===== src/rtl/fcol_pkg.sv =====
// Package fcol_pkg: shared types and the storage fill pattern.
// Assumes: storage content is fixed at reset; no write datapath exists.
package fcol_pkg;

    typedef enum logic [1:0] {
        PH_IDLE = 2'd0,
        PH_ACC  = 2'd1,
        PH_REC  = 2'd2
    } col_phase_e;

    // Fill value of the word at (row, col) for a given row length.
    function automatic int fill_word(input int row, input int col, input int cols);
        return (row * cols + col) * 29 + 90;
    endfunction

endpackage


===== src/rtl/fcol_strobe_sync.sv =====
// Module fcol_strobe_sync: keeps the previous level of both strobes and
// flags their falling edges on the clock edge that first sees them low.
// Assumes: strobes are already synchronous to clk.
module fcol_strobe_sync (
    input  logic clk,
    input  logic rst_n,
    input  logic row_stb_n,
    input  logic col_stb_n,
    output logic row_fall,
    output logic col_fall
);

    logic row_prev;
    logic col_prev;

    // Remember last sampled strobe levels (inactive high after reset).
    always_ff @(posedge clk) begin
        if (!rst_n) begin
            row_prev <= 1'b1;
            col_prev <= 1'b1;
        end else begin
            row_prev <= row_stb_n;
            col_prev <= col_stb_n;
        end
    end

    // Falling edge = was high, now low.
    always_comb begin
        row_fall = row_prev & ~row_stb_n;
        col_fall = col_prev & ~col_stb_n;
    end

endmodule


===== src/rtl/fcol_store.sv =====
// Module fcol_store: small storage array of 2^ROW_W x 2^COL_W words, loaded
// with a computed pattern at reset, with one combinational read port.
// Assumes: read addresses are held stable by the caller while used.
module fcol_store
    import fcol_pkg::*;
#(
    parameter int ROW_W  = 3,
    parameter int COL_W  = 3,
    parameter int DATA_W = 8
) (
    input  logic              clk,
    input  logic              rst_n,
    input  logic [ROW_W-1:0]  rd_row,
    input  logic [COL_W-1:0]  rd_col,
    output logic [DATA_W-1:0] rd_data
);

    localparam int ROWS = 1 << ROW_W;
    localparam int COLS = 1 << COL_W;

    logic [DATA_W-1:0] mem [ROWS][COLS];

    for (genvar r = 0; r < ROWS; r++) begin : g_row
        for (genvar c = 0; c < COLS; c++) begin : g_col
            // Load this cell with its pattern value at reset.
            always_ff @(posedge clk) begin
                if (!rst_n) begin
                    mem[r][c] <= DATA_W'(fill_word(r, c, COLS));
                end
            end
        end
    end

    // Combinational read of the addressed word.
    always_comb begin
        rd_data = mem[rd_row][rd_col];
    end

endmodule


===== src/rtl/fcol_col_seq.sv =====
// Module fcol_col_seq: column-cycle sequencer. Counts column and row
// latency, runs an internal recovery window after each read, and rejects
// column edges that arrive while busy (sticky violation).
// Assumes: T_CAC >= 1, T_RAC >= 1, T_REC >= 1.
module fcol_col_seq
    import fcol_pkg::*;
#(
    parameter int T_CAC = 3,
    parameter int T_RAC = 6,
    parameter int T_REC = 2
) (
    input  logic clk,
    input  logic rst_n,
    input  logic row_idle,
    input  logic row_fall,
    input  logic col_edge,
    input  logic we_n,
    output logic col_accept,
    output logic we_cut,
    output logic done,
    output logic viol
);

    localparam int CW    = $clog2(T_CAC + 1);
    localparam int RW    = $clog2(T_RAC + 1);
    localparam int QW    = $clog2(T_REC + 1);
    localparam int AGE_W = $clog2(T_CAC + T_RAC + 2);
    localparam logic [CW-1:0]    CAC_V   = CW'(T_CAC);
    localparam logic [RW-1:0]    RAC_V   = RW'(T_RAC);
    localparam logic [QW-1:0]    REC_V   = QW'(T_REC);
    localparam logic [AGE_W-1:0] AGE_MAX = {AGE_W{1'b1}};

    col_phase_e        phase;
    logic [CW-1:0]     ccnt;
    logic [RW-1:0]     rcnt;
    logic [QW-1:0]     qcnt;
    logic [AGE_W-1:0]  acc_age;
    logic              busy;
    logic              collide;
    logic              start_rd;

    // Decode acceptance, collision and completion for this edge.
    always_comb begin
        busy       = (phase != PH_IDLE);
        col_accept = col_edge & ~busy;
        start_rd   = col_accept & we_n;
        we_cut     = col_accept & ~we_n;
        collide    = col_edge & busy;
        done       = (phase == PH_ACC) && !row_idle &&
                     (ccnt <= CW'(1)) && (rcnt == RAC_V);
    end

    // Row latency counter: edges since the row opened, saturating.
    always_ff @(posedge clk) begin
        if (!rst_n || row_idle) begin
            rcnt <= '0;
        end else if (row_fall) begin
            rcnt <= RW'(1);
        end else if (rcnt != RAC_V) begin
            rcnt <= rcnt + RW'(1);
        end
    end

    // Phase machine: idle -> access -> recovery -> idle.
    always_ff @(posedge clk) begin
        if (!rst_n || row_idle) begin
            phase <= PH_IDLE;
            ccnt  <= '0;
            qcnt  <= '0;
        end else begin
            unique case (phase)
                PH_IDLE: begin
                    if (start_rd) begin
                        phase <= PH_ACC;
                        ccnt  <= CAC_V;
                    end
                end
                PH_ACC: begin
                    if (done) begin
                        phase <= PH_REC;
                        qcnt  <= REC_V;
                    end else if (ccnt > CW'(1)) begin
                        ccnt <= ccnt - CW'(1);
                    end
                end
                PH_REC: begin
                    if (qcnt <= QW'(1)) begin
                        phase <= PH_IDLE;
                    end else begin
                        qcnt <= qcnt - QW'(1);
                    end
                end
                default: phase <= PH_IDLE;
            endcase
        end
    end

    // Sticky violation on any column edge during a busy window.
    always_ff @(posedge clk) begin
        if (!rst_n) begin
            viol <= 1'b0;
        end else if (collide) begin
            viol <= 1'b1;
        end
    end

    // Age of the running access, kept for the latency check below.
    always_ff @(posedge clk) begin
        if (!rst_n || start_rd || phase != PH_ACC) begin
            acc_age <= '0;
        end else if (acc_age != AGE_MAX) begin
            acc_age <= acc_age + AGE_W'(1);
        end
    end

    assert_viol_sticky_R8: assert property (@(posedge clk) disable iff (!rst_n)
        viol |=> viol);

    assert_busy_edge_flags_R8: assert property (@(posedge clk) disable iff (!rst_n)
        (col_edge && phase != PH_IDLE) |=> viol);

    assert_access_runs_on_R7: assert property (@(posedge clk) disable iff (!rst_n)
        (phase == PH_ACC && !row_idle) |=> (phase != PH_IDLE));

    assert_no_early_data_R4: assert property (@(posedge clk) disable iff (!rst_n)
        done |-> (acc_age >= AGE_W'(T_CAC - 1)));

endmodule


===== src/rtl/fcol_read_ctrl.sv =====
// Module fcol_read_ctrl: top of the fast-column read controller. Opens a
// row on the row-strobe falling edge, captures column addresses on accepted
// column-strobe falling edges, and drives read data with an enable that
// survives column-strobe rising edges.
// Assumes: all inputs synchronous to clk; a column edge in the same clock as
// the row edge is not used.
module fcol_read_ctrl
    import fcol_pkg::*;
#(
    parameter int ROW_W  = 3,
    parameter int COL_W  = 3,
    parameter int DATA_W = 8,
    parameter int T_CAC  = 3,
    parameter int T_RAC  = 6,
    parameter int T_REC  = 2,
    localparam int ADDR_W = (ROW_W > COL_W) ? ROW_W : COL_W
) (
    input  logic              clk,
    input  logic              rst_n,
    input  logic              row_stb_n,
    input  logic              col_stb_n,
    input  logic              wr_en_n,
    input  logic [ADDR_W-1:0] addr,
    output logic [DATA_W-1:0] dout,
    output logic              dout_oe,
    output logic              viol
);

    logic              row_fall;
    logic              col_fall;
    logic              row_open;
    logic              col_edge;
    logic              col_accept;
    logic              we_cut;
    logic              done;
    logic [ROW_W-1:0]  row_q;
    logic [COL_W-1:0]  col_q;
    logic [DATA_W-1:0] rd_data;

    fcol_strobe_sync u_sync (
        .clk       (clk),
        .rst_n     (rst_n),
        .row_stb_n (row_stb_n),
        .col_stb_n (col_stb_n),
        .row_fall  (row_fall),
        .col_fall  (col_fall)
    );

    // Column edges only count when the row was already open and still is.
    always_comb begin
        col_edge = col_fall & row_open & ~row_stb_n;
    end

    fcol_col_seq #(
        .T_CAC (T_CAC),
        .T_RAC (T_RAC),
        .T_REC (T_REC)
    ) u_seq (
        .clk        (clk),
        .rst_n      (rst_n),
        .row_idle   (row_stb_n),
        .row_fall   (row_fall),
        .col_edge   (col_edge),
        .we_n       (wr_en_n),
        .col_accept (col_accept),
        .we_cut     (we_cut),
        .done       (done),
        .viol       (viol)
    );

    fcol_store #(
        .ROW_W  (ROW_W),
        .COL_W  (COL_W),
        .DATA_W (DATA_W)
    ) u_store (
        .clk     (clk),
        .rst_n   (rst_n),
        .rd_row  (row_q),
        .rd_col  (col_q),
        .rd_data (rd_data)
    );

    // Row state and row address capture.
    always_ff @(posedge clk) begin
        if (!rst_n) begin
            row_open <= 1'b0;
            row_q    <= '0;
        end else if (row_stb_n) begin
            row_open <= 1'b0;
        end else if (row_fall) begin
            row_open <= 1'b1;
            row_q    <= addr[ROW_W-1:0];
        end
    end

    // Column address capture on an accepted column edge.
    always_ff @(posedge clk) begin
        if (!rst_n) begin
            col_q <= '0;
        end else if (col_accept) begin
            col_q <= addr[COL_W-1:0];
        end
    end

    // Data register: changes only when a read completes.
    always_ff @(posedge clk) begin
        if (!rst_n) begin
            dout <= '0;
        end else if (done) begin
            dout <= rd_data;
        end
    end

    // Output enable: on at completion, off on standby or a write edge.
    always_ff @(posedge clk) begin
        if (!rst_n || row_stb_n || we_cut) begin
            dout_oe <= 1'b0;
        end else if (done) begin
            dout_oe <= 1'b1;
        end
    end

    assert_standby_hiz_R9: assert property (@(posedge clk) disable iff (!rst_n)
        row_stb_n |=> !dout_oe);

    assert_oe_kept_R6: assert property (@(posedge clk) disable iff (!rst_n)
        (dout_oe && !row_stb_n && !we_cut) |=> dout_oe);

    assert_data_held_R11: assert property (@(posedge clk) disable iff (!rst_n)
        !done |=> $stable(dout));

    assert_col_addr_held_R3: assert property (@(posedge clk) disable iff (!rst_n)
        !col_accept |=> $stable(col_q));

    assert_write_edge_hiz_R10: assert property (@(posedge clk) disable iff (!rst_n)
        we_cut |=> !dout_oe);

endmodule


===== config.mk =====
export PLATFORM = sky130hd
export DESIGN_NAME = fcol_read_ctrl
export DESIGN_NICKNAME = d
export VERILOG_FILES = /design/src/rtl/fcol_pkg.sv /design/src/rtl/fcol_strobe_sync.sv /design/src/rtl/fcol_store.sv /design/src/rtl/fcol_col_seq.sv /design/src/rtl/fcol_read_ctrl.sv
export SDC_FILE = /design/constraint.sdc
export NUM_CORES = 1
export LEC_CHECK = 0
export ABC_AREA = 1
export BUFFER_PORTS_ARGS = -buffer_cell sky130_fd_sc_hd__buf_2
export CORE_ASPECT_RATIO = 1.4
export CORE_UTILIZATION = 34
export DETAILED_ROUTE_END_ITERATION = 8
export PLACE_DENSITY_LB_ADDON = 0.08
export SLEW_MARGIN = 20
export SYNTH_ARGS = -nofsm -noshare
export SYNTH_HDL_FRONTEND = slang
export SYNTH_SLANG_ARGS = --single-unit

===== constraint.sdc =====
create_clock -name clk -period 2.5 [get_ports clk]
set_input_delay 0.5 -clock clk [delete_from_list [all_inputs] [get_ports clk]]
set_output_delay 0.5 -clock clk [all_outputs]
set_load 0.02 [all_outputs]

==> run metrics <==
PwrDens=~540 nW/µm²; dominant cell type by area after synthesis=dfxtp_1; Clock transition at path regs=60 ps; CP arrival=2000 ps; Num CTS Buffers=5; most frequent cells in the layout=nand2_1, dfxtp_1, inv_1; RSZ-0062 raised after global routing=no; Vias=1529; top-area cell type share of the netlist area=37.60%; CP Launch Type=register; Synth Register Bits=31; CP max stage cell=dfxtp_1; Post-Route WL=4040 µm; final core utilization=40.24%; critical-path cell list=inv_1 > ha_1 > inv_1 > nand2_1 > a21oi_1 > nor2_1 > nand2_1 > nand3_1 > a21oi_1; Max-cap violations=0; grt ovf=0; WP buf/inv=2; TritonCTS clock tree=built; Layout area overhead=12.36%; WL/cell=roughly 13 µm; die area=5140 µm²; Post-DP HPWL=3131 µm; DRT Pass-1 Iters=4; Final Max Tran Viols=0; H-Tree Depth=2; DRC Markers=0; nets=272; post-CTS sizing=0; row cnt=29; Clk Latency, worst-skew pair=280 ps; Ports=18; postcts setup bufs=0; die width=60.88 µm; Synth Net Count=254; WS Path Type=reg2reg; die height=84.44 µm; Worst slew margin=slightly below 70%; Starting Density=a little over a third; R2R setup slack=710 ps; Final Hold Vio Count=0; register area=620.6 µm²; CORE AREA=4608 µm²; DRT iter0 DRCs=76; first-pass GRT wire length=6617 µm; initial antenna violation count=0; pin count of the biggest net entering global routing=14; fillers=514; endpoints failing setup=0; area of the multi-input gates=875.8 µm²; Crit path largest cell delay=510 ps; Mapped Area=1650 µm²; total track usage=between 15 and 20%; min-delay worst type=in2reg; most common cell after layout, fill and taps aside=nand2_1; clock tree buffer depth=2; pre-CTS setup slack=691.6 ps; Port-buffer cells=17; Cells after Synth=234; Crit Path Max Fanout=8; number of global-route vias before repair=1387; share of cells above drive strength 1=12.25%; vias per inst=around 4.9; Mean Syn Cell Area=7.053 µm²; hold buffers post-CTS=0; fin crit share=71.51%; Pwr Total=1.008 mW; Worst path top cell family by delay=flip-flops; Least-Margin Pin Slew=475.5 ps; CP Data Required Time=2710 ps; crit path time final=1788 ps; synth top area cells=dfxtp_1, nand2_1, ha_1; Sink Count=31; clock root cell=clkbuf_8; Seq/Total Area, Yosys=37.60%; Worst Skew=3.771 ps; Final WS setup=712.2 ps; Synthesis Warnings=0; leakage power=0.8511 nW; Synth cell types=25; Worst setup EP type=register; VDD IR max=0.0003460 V; RePlAce Congestion=0.7768; setup tns final=0 ps; post-route ant nets=0; diode count=0; status=complete, no violations; Fmax achieved=559.3 MHz
-- cell type report --
| class | count | area share [%] |
|---|---|---|
| clock buffers | 7 | 4.116 |
| flip-flops and latches | 31 | 33.47 |
| multi-input cells | 167 | 47.23 |
| well taps | 62 | 4.184 |
| repair buffers | 17 | 4.588 |
| inverters | 30 | 6.140 |
| clock inverters | 1 | 0.2699 |
-- final timing paths --
check                                from                          to  cells after the start
setup / recovery                 register        dout[6]$_SDFFE_PN0P_                      9
hold reg to reg   u_seq.viol$_SDFFE_PN0P_     u_seq.viol$_SDFFE_PN0P_                      2
hold / removal                  col_stb_n  u_sync.col_prev$_SDFF_PN1_                      2
setup reg to reg                 register        dout[6]$_SDFFE_PN0P_                      9
-- where the power goes --
part	internal [mW]	switching, mW
clock	0.195	0.176
sequential	0.507	0.0164
combinational	0.0396	0.0750
-- per-layer routing --
layer	global-route usage (%)	share of wire [%]
met5	0	0
met4	7.645	2.3
met3	3.852	3.1
met2	31.17	53
met1	19.13	42
-- cells by family after synthesis --
logic type	after synthesis	share of synthesized area [%]
and+or+nand+nor	102	26.61
AOI/OAI and AO/OA	50	15.77
buffers and inverters	36	9.325
DFF	31	37.60
adders and majority gates	12	9.098
xor gates and xnor gates	3	1.592
-- worst register-to-register path, delay by kind of cell (launching register included) --
kind                       cells  cell delay, ps
adders and majority gates      1             370
and+or+nand+nor                4             270
buffers and inverters          2             290
AOI/OAI and AO/OA              2             290
DFF                            1             510
-- Yosys cell counts (all sizes together) --
| library cell | instances |
|---|---|
| xor2 | 2 |
| clkinv | 1 |
| nand2 | 50 |
| clkbuf | 2 |
| dfxtp | 31 |
| nor2 | 26 |
| a211oi | 1 |
| inv | 29 |
| a31oi | 2 |
| o21ai | 21 |
| o211a | 1 |
| buf | 4 |
| or2 | 1 |
| nand4 | 2 |
| a21oi | 25 |
| xnor2 | 1 |
| ha | 12 |
| nor3 | 1 |
| nand3 | 22 |
-- state kept, by name (all words and copies together) (netlist names), named ones only --
register,cells
u_seq.ccnt,2
col_q,3
u_sync.col_prev,1
dout,8
dout_oe,1
u_seq.rcnt,3
u_seq.qcnt,2
u_seq.phase,2
row_q,3
row_open,1
u_sync.row_prev,1
u_seq.viol,1
-- per-stage QoR --
step | instance area [µm²] | std cells | hold slack [ps]
after floorplan | 1650 | 234 | 447.3
after global placement | 1773 | 307 | 452.4
after detailed placement | 1773 | 307 | 456.7
after CTS | 1854 | 315 | 433.6
after global routing | 1854 | 315 | 436.2
final | 1854 | 315 | 441.4
Note: power is estimated with default switching activity, not from simulation.
